--- src/rtl/stx_pkg.sv ---
package stx_pkg;
  typedef struct packed {
    logic slave;
    logic sync_coinc;
    logic rjust;
    logic drive_low;
  } stx_mode_t;
endpackage

--- src/rtl/stx_sync2.sv ---
module stx_sync2 (
  input  logic clk,
  input  logic rst_n,
  input  logic ce,
  input  logic d,
  output logic rise
);
  // [0] first stage, [1] synchronised value, [2] previous synchronised value
  logic [2:0] sh_q, sh_d;

  always_comb begin
    sh_d = sh_q;
    if (ce) sh_d = {sh_q[1:0], d};
  end

  always_ff @(posedge clk or negedge rst_n) begin
    if (!rst_n) sh_q <= '0;
    else        sh_q <= sh_d;
  end

  assign rise = ce & sh_q[1] & ~sh_q[2];
endmodule

--- src/rtl/stx_timing.sv ---
module stx_timing #(
  parameter int HALF_SLOTS = 32,
  parameter int SLOT_W     = $clog2(2 * HALF_SLOTS)
) (
  input  logic              clk,
  input  logic              rst_n,
  input  logic              ce,
  input  logic              slave,
  input  logic              sync_coinc,
  input  logic              bclk_rise,
  input  logic              sync_rise,
  output logic [SLOT_W-1:0] slot,
  output logic              phase,
  output logic              wrap
);
  localparam logic [SLOT_W-1:0] LAST_SLOT = '1;

  logic [SLOT_W-1:0] slot_q, slot_d;
  logic              phase_q, phase_d;
  logic              pend_q, pend_d;
  logic              advance, realign;

  always_comb begin
    advance = slave ? bclk_rise : (ce & phase_q);
    realign = slave & advance & (sync_rise | pend_q);

    slot_d = slot_q;
    if (advance) slot_d = realign ? (sync_coinc ? '0 : LAST_SLOT) : slot_q + 1'b1;

    phase_d = phase_q;
    if (slave)   phase_d = 1'b0;
    else if (ce) phase_d = ~phase_q;

    pend_d = pend_q;
    if (!slave || realign)                 pend_d = 1'b0;
    else if (sync_rise && !advance)        pend_d = 1'b1;

    wrap = advance & (slot_d == '0);
  end

  always_ff @(posedge clk or negedge rst_n) begin
    if (!rst_n) begin
      slot_q  <= '0;
      phase_q <= 1'b0;
      pend_q  <= 1'b0;
    end else begin
      slot_q  <= slot_d;
      phase_q <= phase_d;
      pend_q  <= pend_d;
    end
  end

  assign slot  = slot_q;
  assign phase = phase_q;

  assert_slot_step_R3: assert property (@(posedge clk) disable iff (!rst_n)
    (!slave && ce && phase_q) |=> (slot_q == $past(slot_q) + 1'b1));
endmodule

--- src/rtl/stx_dout.sv ---
module stx_dout #(
  parameter int WORD_W     = 16,
  parameter int HALF_SLOTS = 32,
  parameter int SLOT_W     = $clog2(2 * HALF_SLOTS)
) (
  input  logic              clk,
  input  logic              rst_n,
  input  logic              load,
  input  logic [WORD_W-1:0] left_in,
  input  logic [WORD_W-1:0] right_in,
  input  logic              wrap,
  input  logic [SLOT_W-1:0] slot,
  input  logic              rjust,
  input  logic              drive_low,
  output logic              sdo,
  output logic              sdo_oe
);
  localparam int HALF_W = $clog2(HALF_SLOTS);
  localparam int IDX_W  = $clog2(WORD_W);
  localparam logic [HALF_W-1:0] OFF_R = HALF_W'(HALF_SLOTS - WORD_W);

  logic [WORD_W-1:0] stage_q [2];
  logic [WORD_W-1:0] hold_q  [2];
  logic [WORD_W-1:0] chan_in [2];

  assign chan_in[0] = left_in;
  assign chan_in[1] = right_in;

  for (genvar ch = 0; ch < 2; ch++) begin : g_chan
    logic [WORD_W-1:0] stage_d, hold_d;
    always_comb begin
      stage_d = load ? chan_in[ch] : stage_q[ch];
      hold_d  = wrap ? stage_q[ch] : hold_q[ch];
    end
    always_ff @(posedge clk or negedge rst_n) begin
      if (!rst_n) begin
        stage_q[ch] <= '0;
        hold_q[ch]  <= '0;
      end else begin
        stage_q[ch] <= stage_d;
        hold_q[ch]  <= hold_d;
      end
    end
  end

  logic [HALF_W-1:0] pos, rel;
  logic [IDX_W-1:0]  idx;
  logic [WORD_W-1:0] word;
  logic              active;

  always_comb begin
    pos    = slot[HALF_W-1:0];
    rel    = pos - (rjust ? OFF_R : '0);
    active = ({1'b0, rel} < (HALF_W+1)'(WORD_W));
    idx    = IDX_W'(WORD_W - 1) - rel[IDX_W-1:0];
    word   = slot[SLOT_W-1] ? hold_q[1] : hold_q[0];
    sdo    = active & word[idx];
    sdo_oe = active | drive_low;
  end

  assert_hold_stable_R7: assert property (@(posedge clk) disable iff (!rst_n)
    !wrap |=> ($stable(hold_q[0]) && $stable(hold_q[1])));
endmodule

--- src/rtl/stereo_ser_tx.sv ---
module stereo_ser_tx #(
  parameter int WORD_W     = 16,
  parameter int HALF_SLOTS = 32
) (
  input  logic              clk,
  input  logic              rst_n,
  input  logic              ce,
  input  logic              load,
  input  logic [WORD_W-1:0] left_in,
  input  logic [WORD_W-1:0] right_in,
  input  logic              mode_slave,
  input  logic              mode_sync_coinc,
  input  logic              mode_rjust,
  input  logic              mode_drive_low,
  input  logic              sync_in,
  input  logic              bclk_in,
  output logic              sdo,
  output logic              sdo_oe,
  output logic              sync_out,
  output logic              sync_oe,
  output logic              bclk_out,
  output logic              bclk_oe
);
  import stx_pkg::*;
  localparam int SLOT_W = $clog2(2 * HALF_SLOTS);

  stx_mode_t mode;
  assign mode = '{slave: mode_slave, sync_coinc: mode_sync_coinc,
                  rjust: mode_rjust, drive_low: mode_drive_low};

  // index 0: sync, index 1: bit clock
  logic [1:0] ext_pins, ext_rise;
  assign ext_pins = {bclk_in, sync_in};

  for (genvar gi = 0; gi < 2; gi++) begin : g_resync
    stx_sync2 u_sync (
      .clk  (clk),
      .rst_n(rst_n),
      .ce   (ce),
      .d    (ext_pins[gi]),
      .rise (ext_rise[gi])
    );
  end

  logic [SLOT_W-1:0] slot, slot_adj;
  logic              phase, wrap;

  stx_timing #(.HALF_SLOTS(HALF_SLOTS), .SLOT_W(SLOT_W)) u_timing (
    .clk       (clk),
    .rst_n     (rst_n),
    .ce        (ce),
    .slave     (mode.slave),
    .sync_coinc(mode.sync_coinc),
    .bclk_rise (ext_rise[1]),
    .sync_rise (ext_rise[0]),
    .slot      (slot),
    .phase     (phase),
    .wrap      (wrap)
  );

  stx_dout #(.WORD_W(WORD_W), .HALF_SLOTS(HALF_SLOTS), .SLOT_W(SLOT_W)) u_dout (
    .clk      (clk),
    .rst_n    (rst_n),
    .load     (load),
    .left_in  (left_in),
    .right_in (right_in),
    .wrap     (wrap),
    .slot     (slot),
    .rjust    (mode.rjust),
    .drive_low(mode.drive_low),
    .sdo      (sdo),
    .sdo_oe   (sdo_oe)
  );

  always_comb begin
    slot_adj = slot + {{(SLOT_W-1){1'b0}}, ~mode.sync_coinc};
    sync_out = ~slot_adj[SLOT_W-1];
    bclk_out = ~phase;
    sync_oe  = ~mode.slave;
    bclk_oe  = ~mode.slave;
  end

  assert_bclk_toggle_R2: assert property (@(posedge clk) disable iff (!rst_n)
    (!mode_slave && ce) |=> (bclk_out != $past(bclk_out)));

  assert_coinc_sync_R4: assert property (@(posedge clk) disable iff (!rst_n)
    (!mode_slave && mode_sync_coinc && !mode_rjust && !mode_drive_low && $rose(sync_out))
      |-> sdo_oe);

  assert_early_sync_R4: assert property (@(posedge clk) disable iff (!rst_n)
    (!mode_slave && !mode_sync_coinc && !mode_rjust && !mode_drive_low && $rose(sync_out))
      |-> !sdo_oe);
endmodule

--- config.mk ---
export PLATFORM = sky130hd
export DESIGN_NAME = stereo_ser_tx
export DESIGN_NICKNAME = d
export VERILOG_FILES = /design/src/rtl/stx_pkg.sv /design/src/rtl/stx_sync2.sv /design/src/rtl/stx_timing.sv /design/src/rtl/stx_dout.sv /design/src/rtl/stereo_ser_tx.sv
export SDC_FILE = /design/constraint.sdc
export NUM_CORES = 1
export LEC_CHECK = 0
export ABC_AREA = 1
export BUFFER_PORTS_ARGS = -buffer_cell sky130_fd_sc_hd__buf_2
export CAP_MARGIN = 20
export CORE_MARGIN = 5
export CORE_UTILIZATION = 53
export DETAILED_ROUTE_END_ITERATION = 10
export PLACE_DENSITY_LB_ADDON = 0.25
export SETUP_SLACK_MARGIN = 0.4
export SYNTH_ARGS = -nofsm -noshare
export SYNTH_HDL_FRONTEND = slang
export SYNTH_SLANG_ARGS = --single-unit
--- constraint.sdc ---
create_clock -name clk -period 4.74 [get_ports clk]
set_input_delay 0 -clock clk [delete_from_list [all_inputs] [get_ports clk]]
set_output_delay 0 -clock clk [all_outputs]
set_load 0.02 [all_outputs]
==> impl_metrics.json, run 1 <==
{
  "finalCriticalPeriod_ns": 2.55,
  "crit_fanout": 32,
  "routedWlPerCell_um": 13.7,
  "grt_use_met3_pct": 3.25,
  "dp_slack_ns": 2.15,
  "report.final.slew_viol_count": 0,
  "drive_gt1_share_pct": 22.9,
  "holdPathStages": 4,
  "die_h_um": 92.4,
  "grt_busiest_layer": "met2",
  "seq_area_frac_synth_pct": 54.2,
  "synth_fp_nets": 432,
  "cts-root-buf": "clkbuf_8",
  "ys_ff_latch": 78,
  "drt_iter0_drc": 234,
  "routed_wl_mm": 7.63,
  "min_from": "mode_sync_coinc",
  "synth_area_um2": 3600,
  "syn_area_per_cell_um2": 9.26,
  "maxCapViolCount": 0,
  "yosys.cell_types.count": 26,
  "route.detailed.drc": 0,
  "syn_to_final_growth_pct": 24.5,
  "grt_pass1_wl_mm": 13.2,
  "cellPowerDensity_nw_per_um2": 501,
  "grt_util_all_layers_pct": 19.3,
  "grt.overflow.total": 0,
  "antenna_found_initial": 0,
  "criticalPathCategory": "reg2reg",
  "avgViaCountPerCell": 5.20,
  "syn_inst": 389,
  "cp-start-kind": "flop",
  "grt_pass1_vias": 2912,
  "cts_tree": "built",
  "cp_top_family": "simple AND/OR/NAND/NOR gates",
  "cts_buffers": 9,
  "worstMarginPinSlew_ns": 0.955,
  "fin_tns_setup_ns": 0,
  "io_pins": 48,
  "p_leak_uw": 0.00223,
  "gp_congestion": 0.903,
  "cp.depth": 9,
  "final_common_cell": "nand2_1",
  "diodes": 0,
  "yosys_warnings": 0,
  "grt_use_met1_pct": 25.1,
  "hpwlAfterDp_mm": 4.88,
  "cts_buffer_depth": 2,
  "fmax_mhz": 392,
  "dr.pass1.iters": 4,
  "rrSetupSlack_ns": 2.19,
  "start_util_pct": 53.6,
  "met2_usage_pct": 31.7,
  "path_cells": "inv_1, nand2_1, nand2_1, nand2_1, nand2_1, nor2_1, nand3_2, nand2_1, nand2_1",
  "num_rows": 30,
  "nets": 513,
  "hold_end": "u_timing.slot[4]",
  "ctsResizeCount": 0,
  "place_area_um2": 3820,
  "critPathBufInv": 1,
  "rsz0062_at_grt": "no",
  "arrival_ns": 2.79,
  "port_buffers": 47,
  "end_kind": "flop",
  "grt_max_degree": 79,
  "critPathRequiredTime_ns": 4.98,
  "cts_sinks": 78,
  "cpPeakStageDelay_ns": 0.71,
  "setup_viol": 0,
  "hold_viol_final": 0,
  "crit_top_cell": "nand2_1",
  "fp.dieW_um": 92.4,
  "reg2reg_from": "u_timing.slot[5]",
  "final_area_um2": 4480,
  "cts_setup_buffers": 0,
  "r2r-end": "u_dout.hold_q[26]",
  "skew_ns": 0.00911,
  "clk_latency_ns": 0.35,
  "clk_transition_reported_paths_ns": 0.07,
  "r2r_cells": 9,
  "period_share_pct": 53.8,
  "slew-limit-headroom_pct": 36.3,
  "fill_cells": 540,
  "cp_slowest_cell": "dfrtp_1",
  "ant_nets": 0,
  "final_cell_mix": "120 x nand2_1, 78 x dfrtp_1, 50 x nand3_1",
  "timing.final.ws_setup_ns": 2.19,
  "hp-class": "in2reg",
  "coreArea_um2": 6720,
  "status": "complete, no violations",
  "ir_drop_mv": 0.259,
  "htreeDepth": 3,
  "vias": 2884,
  "die-area_um2": 8540
}
power by group:
part | leakage (µW) | switching, µW | internal (µW)
Sequential | 0.000958 | 158 | 846
Combinational | 0.00115 | 401 | 269
Clock | 0.000120 | 233 | 339
Total | 0.00223 | 792 | 1450
worst max path at each step:
| stage | start | slack (ns) | endpoint |
|---|---|---|---|
| final | u_timing.slot[5] | 2.19 | u_dout.hold_q[26] |
| after global routing | u_timing.slot[5] | 1.87 | u_dout.hold_q[14] |
| after CTS | u_timing.slot[0] | 2.13 | u_dout.hold_q[21] |
| after detailed placement | u_timing.slot[0] | 2.15 | u_dout.hold_q[21] |
| after global placement | u_timing.slot[0] | 2.21 | u_dout.hold_q[21] |
| after floorplan | u_timing.slot[5] | 3.15 | sdo |
Yosys cell counts:
cell type / n / area share (%)
buf_6: 3 / 0.94
nand2_1: 120 / 13
inv_1: 21 / 2.2
nand3_2: 4 / 1.1
xor2_1: 4 / 0.97
clkbuf_1: 4 / 0.42
buf_4: 5 / 1.0
mux2_2: 32 / 10
nand3b_1: 1 / 0.21
o22ai_1: 2 / 0.35
inv_2: 1 / 0.10
o21ai_0: 15 / 2.1
buf_2: 4 / 0.56
a21oi_1: 7 / 0.97
nor2_2: 2 / 0.35
nand2_2: 3 / 0.52
nor2_4: 1 / 0.31
or2_2: 1 / 0.17
nand4_1: 2 / 0.35
a21oi_2: 1 / 0.24
o221ai_1: 2 / 0.49
ha_1: 1 / 0.35
dfrtp_1: 78 / 54
nor2_1: 21 / 2.2
nand3_1: 50 / 6.9
buf_1: 4 / 0.42
registers in the layout, indices dropped and copies added (netlist names):
register,count
g_resync.u_sync.sh_q,6
u_dout.stage_q,32
u_timing.phase,1
u_timing.pend_q,1
u_dout.hold_q,32
u_timing.slot,6
cell families (layout without fill, tap and decap cells):
group | Yosys count | after routing | share of synthesized area (%)
AOI/OAI and AO/OA | 27 | 27 | 4.13
DFF | 78 | 78 | 54.2
buffers and inverters | 42 | 128 | 5.66
muxes | 32 | 32 | 10.0
and+or+nand+nor | 205 | 205 | 24.7
adders and majority gates | 1 | 1 | 0.347
xor gates and xnor gates | 4 | 4 | 0.973
per-stage QoR:
stage | instances | power (µW) | hold WS, ns | utilization, %
3_3_place_gp | 497 | 1610 | 0.213 | 56.9
5_1_grt | 555 | 2410 | 0.0465 | 66.7
6_report | 555 | 2250 | 0.0288 | 66.7
2_1_floorplan | 389 | 1460 | -0.296 | -
3_5_place_dp | 497 | 1630 | 0.230 | 56.9
4_1_cts | 554 | 2230 | 0.0153 | 66.5
cell type report:
type                       count  area, µm²  share of cell area [%]
sequential                    78       1950                    43.6
clock inverter                 3       65.1                    1.45
inverter                      22       82.6                    1.84
tap                           80        100                    2.23
multi-input combinational    269       1450                    32.2
clock buffer                  13        169                    3.77
timing repair buffer          90        668                    14.9
timing repair:
item / in CTS / in global routing
endpoints found under the hold margin: 115 / 0
hold buffers: 41 / 0
endpoints found under the setup margin: 0 / 0
metal layers:
metal | share of wire [%] | vias up
met5 | 0 | -
met4 | 1.9 | 0
met3 | 3.9 | 11
met2 | 49 | 67
met1 | 45 | 1387
li1 | - | 1419
worst reg2reg max path, delay by kind of cell, from the launching register on:
family,cells,cell delay (ns)
flip-flops,1,0.71
buffers and inverters,1,0.38
AND/OR/NAND/NOR,8,1.34
(Power assumes the default switching activity.)
==> run 2: changes to the inputs <==
--- a/config.mk
+++ b/config.mk
@@ -9,7 +9,7 @@
 export BUFFER_PORTS_ARGS = -buffer_cell sky130_fd_sc_hd__buf_2
 export CAP_MARGIN = 20
 export CORE_MARGIN = 5
-export CORE_UTILIZATION = 53
+export CORE_UTILIZATION = 52
 export DETAILED_ROUTE_END_ITERATION = 10
 export PLACE_DENSITY_LB_ADDON = 0.25
 export SETUP_SLACK_MARGIN = 0.4
==> constraint.sdc (replaced) <==
create_clock -name clk -period 2.2 [get_ports clk]
set_input_delay 0 -clock clk [delete_from_list [all_inputs] [get_ports clk]]
set_output_delay 0 -clock clk [all_outputs]
set_load 0.02 [all_outputs]
==> run 2 against run 1 <==
Against the previous run: utilization up 4.4 points; combinational power grew to 2.9 times the previous value; clock skew increased by 0.0035 ns; clock power grew 100%; routed wire length up 14%; via count increased by 8.7%; sequential power increased by 110%; critical path depth stayed put; cell count is 3.8% higher; worst setup slack lost 1.9 ns; sequential share of layout area fell by 2.8 points.
==> impl_metrics.json, run 2 (synthesized netlist as in run 1, its figures left out) <==
{
  "port_buffers": 47,
  "htreeDepth": 3,
  "report.final.slew_viol_count": 0,
  "slew-limit-headroom_pct": 36.7,
  "route.detailed.drc": 0,
  "cp_slowest_cell": "dfrtp_1",
  "p_leak_uw": 0.00235,
  "critPathBufInv": 3,
  "nets": 534,
  "hold_viol_final": 0,
  "syn_to_final_growth_pct": 33.4,
  "antenna_found_initial": 0,
  "routed_wl_mm": 8.69,
  "fill_cells": 516,
  "critPathLaunch": "u_timing.slot[5]",
  "rsz0062_at_grt": "yes",
  "io_pins": 48,
  "grt_util_all_layers_pct": 19.7,
  "crit_end": "sdo",
  "cellPowerDensity_nw_per_um2": 1090,
  "cts-root-buf": "clkbuf_8",
  "min_from": "mode_slave",
  "setup_viol": 0,
  "num_rows": 30,
  "finalCriticalPeriod_ns": 1.91,
  "hpwlAfterDp_mm": 5.02,
  "ir_drop_mv": 0.590,
  "drt_iter0_drc": 281,
  "hp-class": "in2reg",
  "clk_transition_reported_paths_ns": 0.08,
  "dr.pass1.iters": 5,
  "grt.overflow.total": 0,
  "cts_buffer_depth": 2,
  "cts_sinks": 78,
  "vias": 3135,
  "cts_buffers": 9,
  "cp_top_family": "simple AND/OR/NAND/NOR gates",
  "cts_tree": "built",
  "cp-start-kind": "flop",
  "coreArea_um2": 6760,
  "fp.dieW_um": 93.2,
  "maxCapViolCount": 0,
  "reg2reg_from": "u_timing.slot[1]",
  "skew_ns": 0.0126,
  "drive_gt1_share_pct": 31.5,
  "fmax_mhz": 522,
  "place_inst": 503,
  "crit_fanout": 5,
  "rrSetupSlack_ns": 0.33,
  "fin_cells": 576,
  "avgViaCountPerCell": 5.44,
  "die-area_um2": 8690,
  "cp.depth": 9,
  "crit_top_cell": "nand3_1",
  "gp_congestion": 0.955,
  "start_util_pct": 53.3,
  "period_share_pct": 87.0,
  "path_cells": "clkinvlp_4, buf_6, nand2_1, nand3_1, nand4_1, nand3_1, nor2_2, nor2_1, buf_4",
  "grt_pass1_wl_mm": 13.6,
  "cpPeakStageDelay_ns": 0.43,
  "r2r-end": "u_dout.hold_q[11]",
  "arrival_ns": 1.91,
  "grt_pass1_vias": 3071,
  "worstMarginPinSlew_ns": 0.949,
  "diodes": 0,
  "end_kind": "output port",
  "reg.largest.list": "u_dout.hold_q (32), u_dout.stage_q (32)",
  "final_cell_mix": "116 x nand2_1, 75 x dfrtp_1, 45 x nand3_1",
  "clk_latency_ns": 0.35,
  "fin_tns_setup_ns": 0,
  "ant_nets": 0,
  "critPathRequiredTime_ns": 2.20,
  "final_common_cell": "nand2_1",
  "routedWlPerCell_um": 15.1,
  "grt_max_degree": 79,
  "status": "complete, no violations",
  "r2r_cells": 12,
  "die_h_um": 93.2,
  "criticalPathCategory": "reg2out"
}
run 2: cell types whose count changed in the layout (fill, tap and decap cells not counted), moves of 3 or more:
cell	previous run	this run
dfrtp_1	78	75
o21ai_1	0	4
buf_4	1	16
dlygate4sd3_1	41	38
nor2_2	2	5
nand3_1	50	45
nand2_1	120	116
nand3_2	4	9
buf_2	47	44
nor2_1	21	17
buf_6	0	8
nand2_2	3	6
dfrtp_2	0	3
o21ai_0	15	9
run 2: worst min path at each step:
stage                            endpoint  cells past startpoint
6_report                  u_timing.pend_q                      3
5_1_grt                   u_timing.pend_q                      3
4_1_cts                    u_timing.phase                      4
3_5_place_dp   g_resync[1].u_sync.sh_q[1]                      1
3_3_place_gp   g_resync[1].u_sync.sh_q[2]                      1
2_1_floorplan  g_resync[0].u_sync.sh_q[0]                      0
run 2: metal layers:
layer | track usage (%) | share of wire (%) | wire, µm | vias up
met5 | 0 | 0 | 0 | -
met4 | 7.08 | 1.5 | 134 | 0
met3 | 4.34 | 6.1 | 532 | 13
met2 | 32.9 | 50 | 4390 | 117
met1 | 25.3 | 42 | 3630 | 1527
li1 | - | - | - | 1478
run 2: repair_timing:
item / 4_1_cts / 5_1_grt
pin swaps: 9 / 13
setup endpoints to repair: 33 / 33
hold buffers: 38 / 0
hold endpoints to repair: 114 / 0
gates resized for setup: 27 / 19
cloned: 0 / 3
buffers inserted: 7 / 9
run 2: worst register-to-register path, delay by kind of cell (launching register included):
| family | cells | cell delay, ns |
|---|---|---|
| buffers and inverters | 1 | 0.23 |
| flip-flops | 1 | 0.42 |
| adder cells (fa/ha/maj) | 1 | 0.16 |
| AND/OR/NAND/NOR | 10 | 1.01 |
run 2: area by class of cell:
class	instances	area, µm²	area share (%)
Sequential cell	78	1960	40.7
Multi-Input combinational cell	269	1540	32.1
Timing Repair Buffer	111	903	18.8
Clock buffer	12	145	3.02
Tap cell	80	100	2.08
Inverter	22	88.8	1.85
Clock inverter	4	70.1	1.46
run 2: per-stage QoR:
stage                     power, µW  util, %  setup WS, ns  area [µm²]  hold slack, ns
after CTS                      5010     68.1         0.385        4600          0.0144
after floorplan                3150        -         0.615        3600          -0.296
final                          5250     71.1         0.286        4800          0.0118
after detailed placement       3600     57.5         0.277        3880           0.215
after global routing           5590     71.1         0.171        4800          0.0384
after global placement         3550     57.5         0.344        3880           0.208
run 2: power by group:
part	switching, µW	internal [µW]
registers	320	1830
logic	1100	842
clock network	489	667
total	1910	3340
